==> src/rtl/rtd_pkg.sv <==
package rtd_pkg;

    localparam int FRAME_BITS = 59;
    localparam int KEEP_LO    = 20;

    localparam int POS_START  = 20;
    localparam int POS_MIN    = 21;
    localparam int LEN_MIN    = 7;
    localparam int POS_PMIN   = 28;
    localparam int POS_HOUR   = 29;
    localparam int LEN_HOUR   = 6;
    localparam int POS_PHOUR  = 35;
    localparam int POS_DAY    = 36;
    localparam int LEN_DAY    = 6;
    localparam int POS_WDAY   = 42;
    localparam int LEN_WDAY   = 3;
    localparam int POS_MON    = 45;
    localparam int LEN_MON    = 5;
    localparam int POS_YEAR   = 50;
    localparam int LEN_YEAR   = 8;
    localparam int POS_PDATE  = 58;

    typedef enum logic [1:0] {
        SYM_NONE,
        SYM_ZERO,
        SYM_ONE,
        SYM_MARK
    } sym_e;

    typedef struct packed {
        logic [6:0] minute;
        logic [5:0] hour;
        logic [7:0] day;
        logic [2:0] wday;
        logic [7:0] month;
        logic [7:0] year;
    } stamp_t;

    function automatic logic [7:0] bcd_weight(input int i);
        return (i < 4) ? 8'(1 << i) : 8'(10 << (i - 4));
    endfunction

    function automatic logic [7:0] bcd_field(input logic [FRAME_BITS-1:0] f,
                                             input int pos, input int len);
        logic [7:0] acc;
        acc = 8'd0;
        for (int i = 0; i < 8; i++) begin
            if (i < len) begin
                if (f[pos + i]) acc = acc + bcd_weight(i);
            end
        end
        return acc;
    endfunction

endpackage

==> src/rtl/rtd_interval.sv <==
module rtd_interval
    import rtd_pkg::*;
#(
    parameter int ZERO_LO = 50,
    parameter int ZERO_HI = 150,
    parameter int ONE_HI  = 250,
    parameter int MARK_LO = 1000,
    parameter int MARK_HI = 2000,
    parameter int CNT_W   = 11,
    parameter bit IDLE_LV = 1'b1
) (
    input  logic clk,
    input  logic rst_n,
    input  logic tick,
    input  logic carrier,
    output sym_e sym
);

    localparam logic [CNT_W-1:0] L_ZLO = CNT_W'(ZERO_LO);
    localparam logic [CNT_W-1:0] L_ZHI = CNT_W'(ZERO_HI);
    localparam logic [CNT_W-1:0] L_OHI = CNT_W'(ONE_HI);
    localparam logic [CNT_W-1:0] L_MLO = CNT_W'(MARK_LO);
    localparam logic [CNT_W-1:0] L_MHI = CNT_W'(MARK_HI);
    localparam logic [CNT_W-1:0] L_SAT = '1;

    typedef struct packed {
        logic             prev;
        logic [CNT_W-1:0] cnt;
    } ivl_t;

    ivl_t ivl_d, ivl_q;
    logic edge_seen;
    sym_e cls;

    always_comb begin
        edge_seen = carrier ^ ivl_q.prev;
        ivl_d      = ivl_q;
        ivl_d.prev = carrier;
        if (edge_seen)
            ivl_d.cnt = '0;
        else if (tick && ivl_q.cnt != L_SAT)
            ivl_d.cnt = ivl_q.cnt + 1'b1;

        if (ivl_q.cnt > L_ZLO && ivl_q.cnt < L_ZHI)
            cls = SYM_ZERO;
        else if (ivl_q.cnt > L_ZHI && ivl_q.cnt < L_OHI)
            cls = SYM_ONE;
        else if (ivl_q.cnt > L_MLO && ivl_q.cnt < L_MHI)
            cls = SYM_MARK;
        else
            cls = SYM_NONE;

        sym = edge_seen ? cls : SYM_NONE;
    end

    always_ff @(posedge clk or negedge rst_n) begin
        if (!rst_n) begin
            ivl_q.prev <= IDLE_LV;
            ivl_q.cnt  <= '0;
        end else begin
            ivl_q <= ivl_d;
        end
    end

endmodule

==> src/rtl/rtd_frame.sv <==
module rtd_frame
    import rtd_pkg::*;
(
    input  logic   clk,
    input  logic   rst_n,
    input  sym_e   sym,
    output logic   commit,
    output logic   frame_valid,
    output stamp_t stamp
);

    localparam int KEEP_N = FRAME_BITS - KEEP_LO;
    localparam int IDX_W  = $clog2(FRAME_BITS + 1);
    localparam logic [IDX_W-1:0] IDX_FULL = IDX_W'(FRAME_BITS);

    typedef struct packed {
        logic [KEEP_N-1:0] bits;
        logic [IDX_W-1:0]  idx;
        logic              ovr;
        logic              fv;
    } frm_t;

    frm_t frm_d, frm_q;
    logic [FRAME_BITS-1:0] full;
    logic                  checks_ok;

    always_comb begin
        full = {frm_q.bits, {KEEP_LO{1'b0}}};
        checks_ok = full[POS_START]
                  && !(^full[POS_PMIN:POS_MIN])
                  && !(^full[POS_PHOUR:POS_HOUR])
                  && !(^full[POS_PDATE:POS_DAY]);

        frm_d    = frm_q;
        frm_d.fv = 1'b0;
        commit   = 1'b0;

        case (sym)
            SYM_ZERO, SYM_ONE: begin
                if (frm_q.idx < IDX_FULL) begin
                    for (int i = KEEP_LO; i < FRAME_BITS; i++) begin
                        if (frm_q.idx == IDX_W'(i))
                            frm_d.bits[i - KEEP_LO] = (sym == SYM_ONE);
                    end
                    frm_d.idx = frm_q.idx + 1'b1;
                end else begin
                    frm_d.ovr = 1'b1;
                end
            end
            SYM_MARK: begin
                commit    = (frm_q.idx == IDX_FULL) && !frm_q.ovr && checks_ok;
                frm_d.idx = '0;
                frm_d.ovr = 1'b0;
                frm_d.fv  = commit;
            end
            default: ;
        endcase

        stamp.minute = 7'(bcd_field(full, POS_MIN,  LEN_MIN));
        stamp.hour   = 6'(bcd_field(full, POS_HOUR, LEN_HOUR));
        stamp.day    = bcd_field(full, POS_DAY,  LEN_DAY);
        stamp.wday   = 3'(bcd_field(full, POS_WDAY, LEN_WDAY));
        stamp.month  = bcd_field(full, POS_MON,  LEN_MON);
        stamp.year   = bcd_field(full, POS_YEAR, LEN_YEAR);
    end

    always_ff @(posedge clk or negedge rst_n) begin
        if (!rst_n) frm_q <= '0;
        else        frm_q <= frm_d;
    end

    assign frame_valid = frm_q.fv;

endmodule

==> src/rtl/rtd_clock.sv <==
module rtd_clock
    import rtd_pkg::*;
#(
    parameter int MS_PER_SEC = 1000,
    parameter int MS_W       = 10
) (
    input  logic            clk,
    input  logic            rst_n,
    input  logic            tick,
    input  logic            resync,
    input  logic            load,
    input  stamp_t          stamp,
    output logic [MS_W-1:0] ms,
    output logic [5:0]      sec,
    output stamp_t          now
);

    localparam logic [MS_W-1:0] MS_LAST = MS_W'(MS_PER_SEC - 1);

    typedef struct packed {
        logic [MS_W-1:0] ms;
        logic [5:0]      sec;
        stamp_t          t;
    } clk_t;

    clk_t clk_d, clk_q;

    always_comb begin
        clk_d = clk_q;
        if (tick) begin
            if (clk_q.ms >= MS_LAST) begin
                clk_d.ms = '0;
                if (clk_q.sec >= 6'd59) begin
                    clk_d.sec = '0;
                    if (clk_q.t.minute >= 7'd59) begin
                        clk_d.t.minute = '0;
                        if (clk_q.t.hour >= 6'd23) begin
                            clk_d.t.hour = '0;
                            clk_d.t.day  = clk_q.t.day + 1'b1;
                        end else begin
                            clk_d.t.hour = clk_q.t.hour + 1'b1;
                        end
                    end else begin
                        clk_d.t.minute = clk_q.t.minute + 1'b1;
                    end
                end else begin
                    clk_d.sec = clk_q.sec + 1'b1;
                end
            end else begin
                clk_d.ms = clk_q.ms + 1'b1;
            end
        end
        if (resync) begin
            clk_d.ms  = '0;
            clk_d.sec = '0;
        end
        if (load)
            clk_d.t = stamp;
    end

    always_ff @(posedge clk or negedge rst_n) begin
        if (!rst_n) clk_q <= '0;
        else        clk_q <= clk_d;
    end

    assign ms  = clk_q.ms;
    assign sec = clk_q.sec;
    assign now = clk_q.t;

endmodule

==> src/rtl/radio_time_decoder.sv <==
module radio_time_decoder
    import rtd_pkg::*;
#(
    parameter int ZERO_LO    = 50,
    parameter int ZERO_HI    = 150,
    parameter int ONE_HI     = 250,
    parameter int MARK_LO    = 1000,
    parameter int MARK_HI    = 2000,
    parameter int MS_PER_SEC = 1000,
    parameter int MS_W       = $clog2(MS_PER_SEC)
) (
    input  logic            clk,
    input  logic            rst_n,
    input  logic            tick_1ms,
    input  logic            carrier,
    output logic [MS_W-1:0] ms,
    output logic [5:0]      sec,
    output logic [6:0]      minute,
    output logic [5:0]      hour,
    output logic [7:0]      day,
    output logic [2:0]      weekday,
    output logic [7:0]      month,
    output logic [7:0]      year,
    output logic            frame_valid
);

    localparam int CNT_W = $clog2(MARK_HI + 1);

    sym_e   sym;
    logic   commit;
    logic   marker;
    stamp_t rx_stamp;
    stamp_t now;

    rtd_interval #(
        .ZERO_LO(ZERO_LO), .ZERO_HI(ZERO_HI), .ONE_HI(ONE_HI),
        .MARK_LO(MARK_LO), .MARK_HI(MARK_HI), .CNT_W(CNT_W), .IDLE_LV(1'b1)
    ) u_interval (
        .clk     (clk),
        .rst_n   (rst_n),
        .tick    (tick_1ms),
        .carrier (carrier),
        .sym     (sym)
    );

    rtd_frame u_frame (
        .clk         (clk),
        .rst_n       (rst_n),
        .sym         (sym),
        .commit      (commit),
        .frame_valid (frame_valid),
        .stamp       (rx_stamp)
    );

    assign marker = (sym == SYM_MARK);

    rtd_clock #(.MS_PER_SEC(MS_PER_SEC), .MS_W(MS_W)) u_clock (
        .clk    (clk),
        .rst_n  (rst_n),
        .tick   (tick_1ms),
        .resync (marker),
        .load   (commit),
        .stamp  (rx_stamp),
        .ms     (ms),
        .sec    (sec),
        .now    (now)
    );

    assign minute  = now.minute;
    assign hour    = now.hour;
    assign day     = now.day;
    assign weekday = now.wday;
    assign month   = now.month;
    assign year    = now.year;

endmodule

==> config.mk <==
export PLATFORM = sky130hd
export DESIGN_NAME = radio_time_decoder
export DESIGN_NICKNAME = d
export VERILOG_FILES = /design/src/rtl/rtd_pkg.sv /design/src/rtl/rtd_interval.sv /design/src/rtl/rtd_frame.sv /design/src/rtl/rtd_clock.sv /design/src/rtl/radio_time_decoder.sv
export SDC_FILE = /design/constraint.sdc
export NUM_CORES = 1
export LEC_CHECK = 0
export BUFFER_PORTS_ARGS = -buffer_cell sky130_fd_sc_hd__buf_2
export CAP_MARGIN = 20
export CORE_AREA = 8 8 93 157
export DETAILED_ROUTE_END_ITERATION = 10
export DIE_AREA = 0 0 101 165
export GPL_ROUTABILITY_DRIVEN = 0
export PLACE_DENSITY = 0.74
export SETUP_SLACK_MARGIN = 0.02
export SYNTH_ARGS = -nofsm -noshare
export SYNTH_HDL_FRONTEND = slang
export SYNTH_SLANG_ARGS = --single-unit
export TNS_END_PERCENT = 5
==> constraint.sdc <==
create_clock -name clk -period 3.79 [get_ports clk]
set_clock_uncertainty 0.1 [all_clocks]
set_input_delay 0.1895 -clock clk [delete_from_list [all_inputs] [get_ports clk]]
set_output_delay 0.1895 -clock clk [all_outputs]
set_load 0.02 [all_outputs]
==> summary.txt, run 1 <==
Outcome
  – Outcome: finished, final reports clean

Timing
  – Final worst-path cycle share: 95.27%
  – Final Hold Viols: 0
  – Final Critical Period: approximately 3.6 ns
  – Pins Over Slew Limit: 0
  – Rel. slew slack: between 40% and 50%
  – Setup violators final: 0
  – Setup TNS: 0 ns
  – FMAX: ~280 MHz
  – Worst Tran Pin Value: approximately 0.80 ns
  – RSZ-0062 raised after global routing: yes

Pwr
  – PD cells: roughly 330 nW/um^2
  – NetSw: 0.6156 mW
  – Power share of the clock group: about two fifths
  – Leakage: between 3 and 4 nW
  – Flop pwr share: about half
  – VDD IR max: ~0.26 mV
  – P_int: ~1.8 mW
  – Switch share: about a quarter
  – Logic pwr share: 7.6%

Synthesis
  – #FFs+latches synth: 112
  – Mapped Cells: approximately 670
  – Most common cell in the netlist: dfrtp_1
  – Top cell type's share of synthesized area: 41.50%
  – Synth cell count leaders: dfrtp_1 (111), nand2_1 (82), nor2_1 (61), mux2_2 (50), xnor2_1 (46)
  – Ys Warns: 0
  – Ys async rst share: 100.0%
  – Post-synthesis cell type count: 56
  – Main synth FF type: dfrtp_1
  – Sequential area share after synthesis: 41.90%
  – Netlist Area Pre-Place: 6693 um^2
  – Syn Area/Cell: a little under 10 um^2
  – EDFF count, synth: 0
  – Synth area leader: dfrtp_1
  – Largest cells by area after synthesis: dfrtp_1 (42%), mux2_2 (8.4%), xnor2_1 (6.0%)

Cells and area
  – Filler Cell Count: around 1100
  – # nets final: ~750
  – Layout area overhead: 11.24%
  – Final Core Density: 59.88%
  – Layout cell share with drive strength beyond 1: roughly a fifth
  – Final cell count without fillers: 891
  – ANT cells: 0

Place
  – DP Wirelength: roughly 10000 um
  – Dpl cells: 872
  – IO Port Bufs: between 50 and 60

CTS
  – CTS buffer count: 9
  – H-tree depth: 3
  – Root buf cell: clkbuf_16
  – Clock buffer depth: 2
  – Skew-Pair Late Insertion Delay: about 0.35 ns
  – CTS tree: built
  – Reg clk slew, reported paths: approximately 0.080 ns
  – Clk sinks: approximately 110

Setup path
  – Worst-path fanout max: 5
  – Register-to-register setup slack: 0.18 ns
  – Critical Path Sink Type: register
  – Reg2Reg Depth: 12
  – WP data arrival: around 3.8 ns
  – Worst path required time: about 4 ns
  – Crit Path Category: register to register
  – Reg-to-Reg Start: u_frame.frm_q[39]
  – Setup crit start kind: register
  – Reg-to-reg endpoint: u_clock.now[5]

Floorplan
  – Total die area: 16670 um^2
  – CORE AREA: 12430 um^2
  – Die W: between 100 and 150 um
  – Die Y: 165 um
  – I/O pin total: between 60 and 70
  – FP Rows: 54
  – Starting Density: between 50% and 60%

Route
  – Initial DRC Count: ~250
  – ANT nets after route: 0
  – Post-route DRC violation count: 0
  – WL/cell: between 15 and 20 um
  – Drt pass-1 iters: 5
  – Vias per cell: 5.662
  – Post-Route WL: about 14000 um
  – DR vias: approximately 5000

GRT
  – GRT Residual Overflow: 0
  – Initial antenna violation count: 0
  – First-pass GRT wire length: 24340 um
  – Global Route Usage Sum: between 10% and 20%
  – Largest net degree at the start of global routing: slightly above 100
  – Vias in the first global route: slightly above 5000

Job
  – Max-cap violations: 0

Worst hold path
  – Worst hold-check path type: primary input to asynchronous set/reset pin
## cells in the final DEF, fill, tap and decap left out, drive strengths merged, types with 4 or more instances in the layout
cell,instances
dfrtp,111
nand2,82
buf,63
mux2,63
nor2,61
xnor2,46
o21ai,33
ha,29
xor2,23
nand3,23
inv,23
mux2i,20
a21oi,17
nor2b,13
nand4,10
clkbuf,10
nand2b,9
nor3,8
and2,7
and3,6
a21boi,6
a31oi,4
o31a,4
## kinds of logic (layout without fill, tap and decap cells)
| kind of cell | Yosys count | after routing | share of synthesized area (%) |
|---|---|---|---|
| other cells | 1 | 3 | 0.05603 |
| buf+inv | 52 | 100 | 3.571 |
| flops | 112 | 112 | 41.90 |
| xor+xnor | 70 | 70 | 9.366 |
| simple gates | 231 | 231 | 15.93 |
| mux | 83 | 83 | 14.32 |
| compound gates | 95 | 95 | 9.441 |
| fa+ha+maj | 29 | 29 | 5.422 |
## flip-flops by register name (all words and copies together) (netlist names)
| signal | count |
|---|---|
| u_frame.frame_valid | 1 |
| u_clock.sec | 6 |
| u_clock.now | 37 |
| u_frame.frm_q | 46 |
| u_interval.ivl_q | 12 |
| u_clock.ms | 10 |
## power by group through the flow
stage / registers, mW / logic (mW) / clock network (mW)
finish: 1.27 / 0.186 / 0.997
global route: 1.27 / 0.208 / 1.07
CTS: 1.27 / 0.190 / 1.02
detailed placement: 1.29 / 0.188 / 0
global placement: 1.29 / 0.184 / 0
floorplan: 1.32 / 0.0753 / 0
## layout make-up
type | instances | area, um^2 | share of cell area (%)
Clock inverter | 6 | 72.57 | 0.9748
Inverter | 19 | 71.32 | 0.9580
Sequential cell | 112 | 2805 | 37.68
Timing Repair Buffer | 65 | 365.4 | 4.908
Multi-Input combinational cell | 511 | 3681 | 49.45
Clock buffer | 10 | 239.0 | 3.210
Tap cell | 168 | 210.2 | 2.824
## critical path: stages (launching register included)
cell,delay (ns)
dfrtp_2,0.42
ha_1,0.29
mux2_4,0.30
ha_1,0.30
mux2_2,0.30
ha_1,0.18
nand2b_4,0.15
nand4_1,0.11
o21ai_0,0.11
or3_1,0.41
ha_1,0.29
mux2_2,0.27
mux2_4,0.27
## how the worst max path moves through the flow
| stage | start | to | slack (ns) | cells after the start |
|---|---|---|---|---|
| floorplan | u_frame.frm_q[39] | u_clock.now[5] | 0.33 | 11 |
| detailed placement | u_frame.frm_q[39] | u_clock.now[5] | 0.17 | 11 |
| global route | u_interval.ivl_q[5] | u_frame.frm_q[22] | 0.01 | 10 |
| finish | u_frame.frm_q[39] | u_clock.now[5] | 0.18 | 12 |
| CTS | u_frame.frm_q[39] | u_clock.now[5] | 0.14 | 11 |
| global placement | u_frame.frm_q[39] | u_clock.now[5] | 0.26 | 11 |
## metrics by stage
step	worst slack (ns)	instance area, um^2	total power, mW	hold WS, ns
2_1_floorplan	0.3271	6700	1.397	-0.2061
3_3_place_gp	0.2599	7086	1.471	-0.05233
3_5_place_dp	0.1660	7086	1.479	-0.04680
4_1_cts	0.1409	7417	2.480	0.1137
5_1_grt	0.01000	7445	2.551	0.1351
6_report	0.1791	7445	2.450	0.1246
## timing repair
| action | 4_1_cts | 5_1_grt |
|---|---|---|
| setup endpoints to repair | 0 | 2 |
| resized for setup | 0 | 4 |
| setup buffers | 0 | 1 |
| hold endpoints to repair | 51 | 0 |
| hold buffers | 2 | 0 |
## metal layers
metal / vias up / share of wire [%] / GRT usage, % / routed length [um]
met5: - / 0 / 0 / 0
met4: 0 / 2.3 / 7.566 / 337
met3: 24 / 3.4 / 3.039 / 482
met2: 103 / 55 / 33.60 / 7922
met1: 2507 / 39 / 19.44 / 5633
li1: 2411 / - / - / -
Note: power is estimated with default switching activity, not from simulation.
==> run 2, diff against run 1 <==
ABC_AREA = 1   (was unset)
CORE_AREA = 8 8 95 161   (was 8 8 93 157)
DIE_AREA = 0 0 103 169   (was 0 0 101 165)
==> run 2 against run 1 <==
Setup slack improved by 0.26 ns; critical path depth grew 4; first-iteration DRC count grew 17%; cell count increased by 33%; largest cell class unchanged; highest routed layer unchanged; combinational power increased to 2.6 times the previous value; area after synthesis grew 5.6%; clock-buffer cell count did not move.
==> summary.txt, run 2 <==
Job
  – Max-cap violations: 0

CTS
  – Reg clk slew, reported paths: 0.07 ns
  – Clk sinks: between 100 and 150
  – H-tree depth: 3
  – Skew-Pair Late Insertion Delay: between 0.3 and 0.4 ns
  – Postcts setup bufs: 0
  – Root buf cell: clkbuf_16
  – Clock buffer depth: 2
  – CTS tree: built
  – CTS buffer count: 9

Synthesis
  – Ys Warns: 0
  – Synth area leader: dfrtp_1
  – Post-Synth Simple-Gate Area: between 20 and 30%
  – EDFF count, synth: 0
  – Proportion of synthesized area in mux cells: less than 1%
  – Compound-cell area share of the yosys netlist: 12.08%
  – Top cell type's share of synthesized area: roughly 40%
  – Mapped Cells: 953
  – Adder-cell share of the synthesized area: 5.135%
  – Ys async rst share: 100.0%
  – Most common cell in the netlist: nand2_1
  – #FFs+latches synth: between 100 and 150
  – Main combinational cell family by area after synthesis: simple AND/OR/NAND/NOR gates
  – Largest cells by area after synthesis: dfrtp_1 (39%), nand2_1 (14%), inv_1 (5.8%)
  – XOR/XNOR Fraction of Synth Area: roughly 6.4%
  – Post-synthesis cell type count: between 40 and 50
  – Syn Area/Cell: ~7.4 um^2
  – Netlist Area Pre-Place: between 7000 and 8000 um^2
  – Main synth FF type: dfrtp_1
  – Synth cell count leaders: nand2_1 (261), dfrtp_1 (111), inv_1 (109), nand3_1 (68), nor2_1 (65)
  – Sequential area share after synthesis: 39.68%

GRT
  – Global Route Usage Sum: between 10% and 20%
  – Global Route met3 Usage: under 10%
  – Vias in the first global route: between 6000 and 7000
  – M1 GR Usage: roughly 20%
  – Initial antenna violation count: 0
  – First-pass GRT wire length: about 28000 um
  – Routing usage on met2: between 30% and 40%
  – Largest net degree at the start of global routing: 50
  – GRT busiest layer: met2
  – GRT Residual Overflow: 0

Setup path
  – Reg-to-Reg Start: u_interval.ivl_q[7]
  – Slowest CP cell: dfrtp_1
  – Reg-to-reg endpoint: u_clock.now[19]
  – Reg2Reg Depth: 16
  – Setup crit start kind: register
  – Worst path required time: 3.93 ns
  – WP data arrival: 3.49 ns
  – Crit Path Category: register to register
  – Worst-path fanout max: 21
  – Register-to-register setup slack: about 0.44 ns
  – Worst path cell trace: nand2_1 > nor3_1 > inv_1 > o21ai_0 > nand2_1 > a21oi_1 > ha_1 > nand3_1 > nor3_1 > nand2_2 > nor2_8 > nand3_4 > o21ai_2 > nand2_2 > nor2_1 > nor2_1
  – Delay of the slowest critical-path stage: around 0.46 ns
  – Critical Path Sink Type: register

Pwr
  – Leakage: 3.997 nW
  – VDD IR max: 0.3073 mV
  – NetSw: 0.8575 mW
  – Power share of the clock group: between 30% and 40%
  – Flop pwr share: 47.0%
  – PD cells: around 360 nW/um^2
  – Switch share: between 30% and 40%
  – Logic pwr share: 16.7%
  – P_int: ~2.0 mW

Worst hold path
  – Worst hold start: tick_1ms
  – Hold Crit Depth: 3
  – Worst hold-check path type: primary input to register
  – Hold Crit Endpoint: u_clock.ms[0]

Timing
  – FMAX: roughly 300 MHz
  – Final Critical Period: roughly 3.4 ns
  – Pins Over Slew Limit: 0
  – Rel. slew slack: 54.13%
  – Final worst-path cycle share: between 80% and 90%
  – Worst Tran Pin Value: about 0.7 ns
  – RSZ-0062 raised after global routing: yes
  – Setup violators final: 0
  – Setup TNS: 0 ns
  – Final Hold Viols: 0

Cells and area
  – FF+latch area: roughly 2800 um^2
  – Filler Cell Count: approximately 1300
  – Largest reg by FF count: u_frame.frm_q
  – # nets final: 1037
  – Commonest non-fill, non-tap cells in the layout: nand2_1 (260), dfrtp_1 (111), inv_1 (109), nand3_1 (68), nor2_1 (65)
  – Finished Cell Area: just under 8000 um^2
  – Area of the multi-input gates: roughly 3700 um^2
  – Final Core Density: around 60%
  – Max reg flops: 46
  – Leading cell type in the layout, fill and taps excluded: nand2_1
  – ANT cells: 0
  – Layout area overhead: 10.87%
  – Layout cell share with drive strength beyond 1: 11.11%

Route
  – Post-route DRC violation count: 0
  – Vias per cell: approximately 5.3
  – WL/cell: 13.65 um
  – Post-Route WL: about 16000 um
  – DR vias: 6212
  – Initial DRC Count: approximately 290
  – Drt pass-1 iters: 5
  – ANT nets after route: 0

Place
  – Post-placement cell area: 7492 um^2
  – IO Port Bufs: 57
  – DP Wirelength: between 10000 and 15000 um

Floorplan
  – FP Rows: 56
  – CORE AREA: about 13000 um^2
  – Starting Density: 53.65%
  – Total die area: roughly 17000 um^2
  – I/O pin total: just over 60
  – Die W: 103 um
  – Die Y: roughly 170 um

Outcome
  – Outcome: finished, final reports clean
-- run 2: cell types whose count changed after synthesis, sizes merged, moves of 32 or more --
| cell | previous run | this run |
|---|---|---|
| a21oi | 17 | 51 |
| mux2 | 63 | 1 |
| inv | 19 | 120 |
| nand3 | 23 | 70 |
| nand2 | 82 | 268 |
| o21ai | 33 | 65 |
-- run 2: what timing repair did --
item,4_1_cts,5_1_grt
hold buffers,2,0
setup endpoints to repair,0,7
resized for setup,0,1
endpoints found under the hold margin,47,0
-- run 2: stage by stage --
| step | instances | setup WS [ns] | power, mW | hold slack [ns] |
|---|---|---|---|---|
| 2_1_floorplan | 955 | 0.9540 | 1.682 | -0.2061 |
| 3_3_place_gp | 1165 | 0.5395 | 1.833 | 0.1568 |
| 3_5_place_dp | 1165 | 0.4244 | 1.844 | 0.1595 |
| 4_1_cts | 1182 | 0.3742 | 2.873 | 0.1308 |
| 5_1_grt | 1182 | 0.001523 | 2.987 | 0.1378 |
| 6_report | 1182 | 0.4374 | 2.854 | 0.1262 |
-- run 2: cell type report --
cell class / instances / area share (%)
clock buffer: 10 / 3.050
sequential: 112 / 35.79
tap: 174 / 2.779
inverter: 120 / 5.749
timing repair buffer: 68 / 4.791
multi-input combinational: 693 / 46.81
clock inverter: 5 / 1.038
-- run 2: power groups by stage --
| stage | clock network, mW | logic, mW | registers, mW |
|---|---|---|---|
| after detailed placement | 0 | 0.480 | 1.36 |
| after global routing | 1.09 | 0.539 | 1.36 |
| after floorplan | 0 | 0.286 | 1.40 |
| after CTS | 1.05 | 0.483 | 1.34 |
| after global placement | 0 | 0.471 | 1.36 |
| final | 1.03 | 0.477 | 1.34 |
-- run 2: metal layers --
| layer | share of wire [%] | vias up |
|---|---|---|
| met4 | 3.5 | 0 |
| met3 | 3.0 | 42 |
| met1 | 37 | 2854 |
| met2 | 56 | 120 |
| met5 | 0 | - |
| li1 | - | 3196 |
-- run 2: cells by family after synthesis --
kind of cell	count (synthesis)
buf+inv	150
xor+xnor	51
fa+ha+maj	29
other cells	1
mux	3
flops	112
simple gates	452
compound gates	155
-- run 2: how the worst max path moves through the flow --
stage | startpoint | end | depth (start not counted)
2_1_floorplan | u_interval.ivl_q[7] | u_clock.now[12] | 19
3_3_place_gp | u_interval.ivl_q[0] | u_clock.now[37] | 17
3_5_place_dp | u_interval.ivl_q[7] | u_clock.now[37] | 16
4_1_cts | u_interval.ivl_q[7] | u_clock.now[37] | 16
5_1_grt | u_interval.ivl_q[7] | u_clock.now[19] | 16
6_report | u_interval.ivl_q[7] | u_clock.now[19] | 16
-- run 2: critical path, delay by kind of cell, from the launching register on --
kind | cells | cell delay, ns
adder cells (fa/ha/maj) | 1 | 0.27
AND/OR/NAND/NOR | 11 | 1.78
AO/OA/AOI/OAI | 3 | 0.58
buffers and inverters | 1 | 0.06
flip-flops | 1 | 0.46
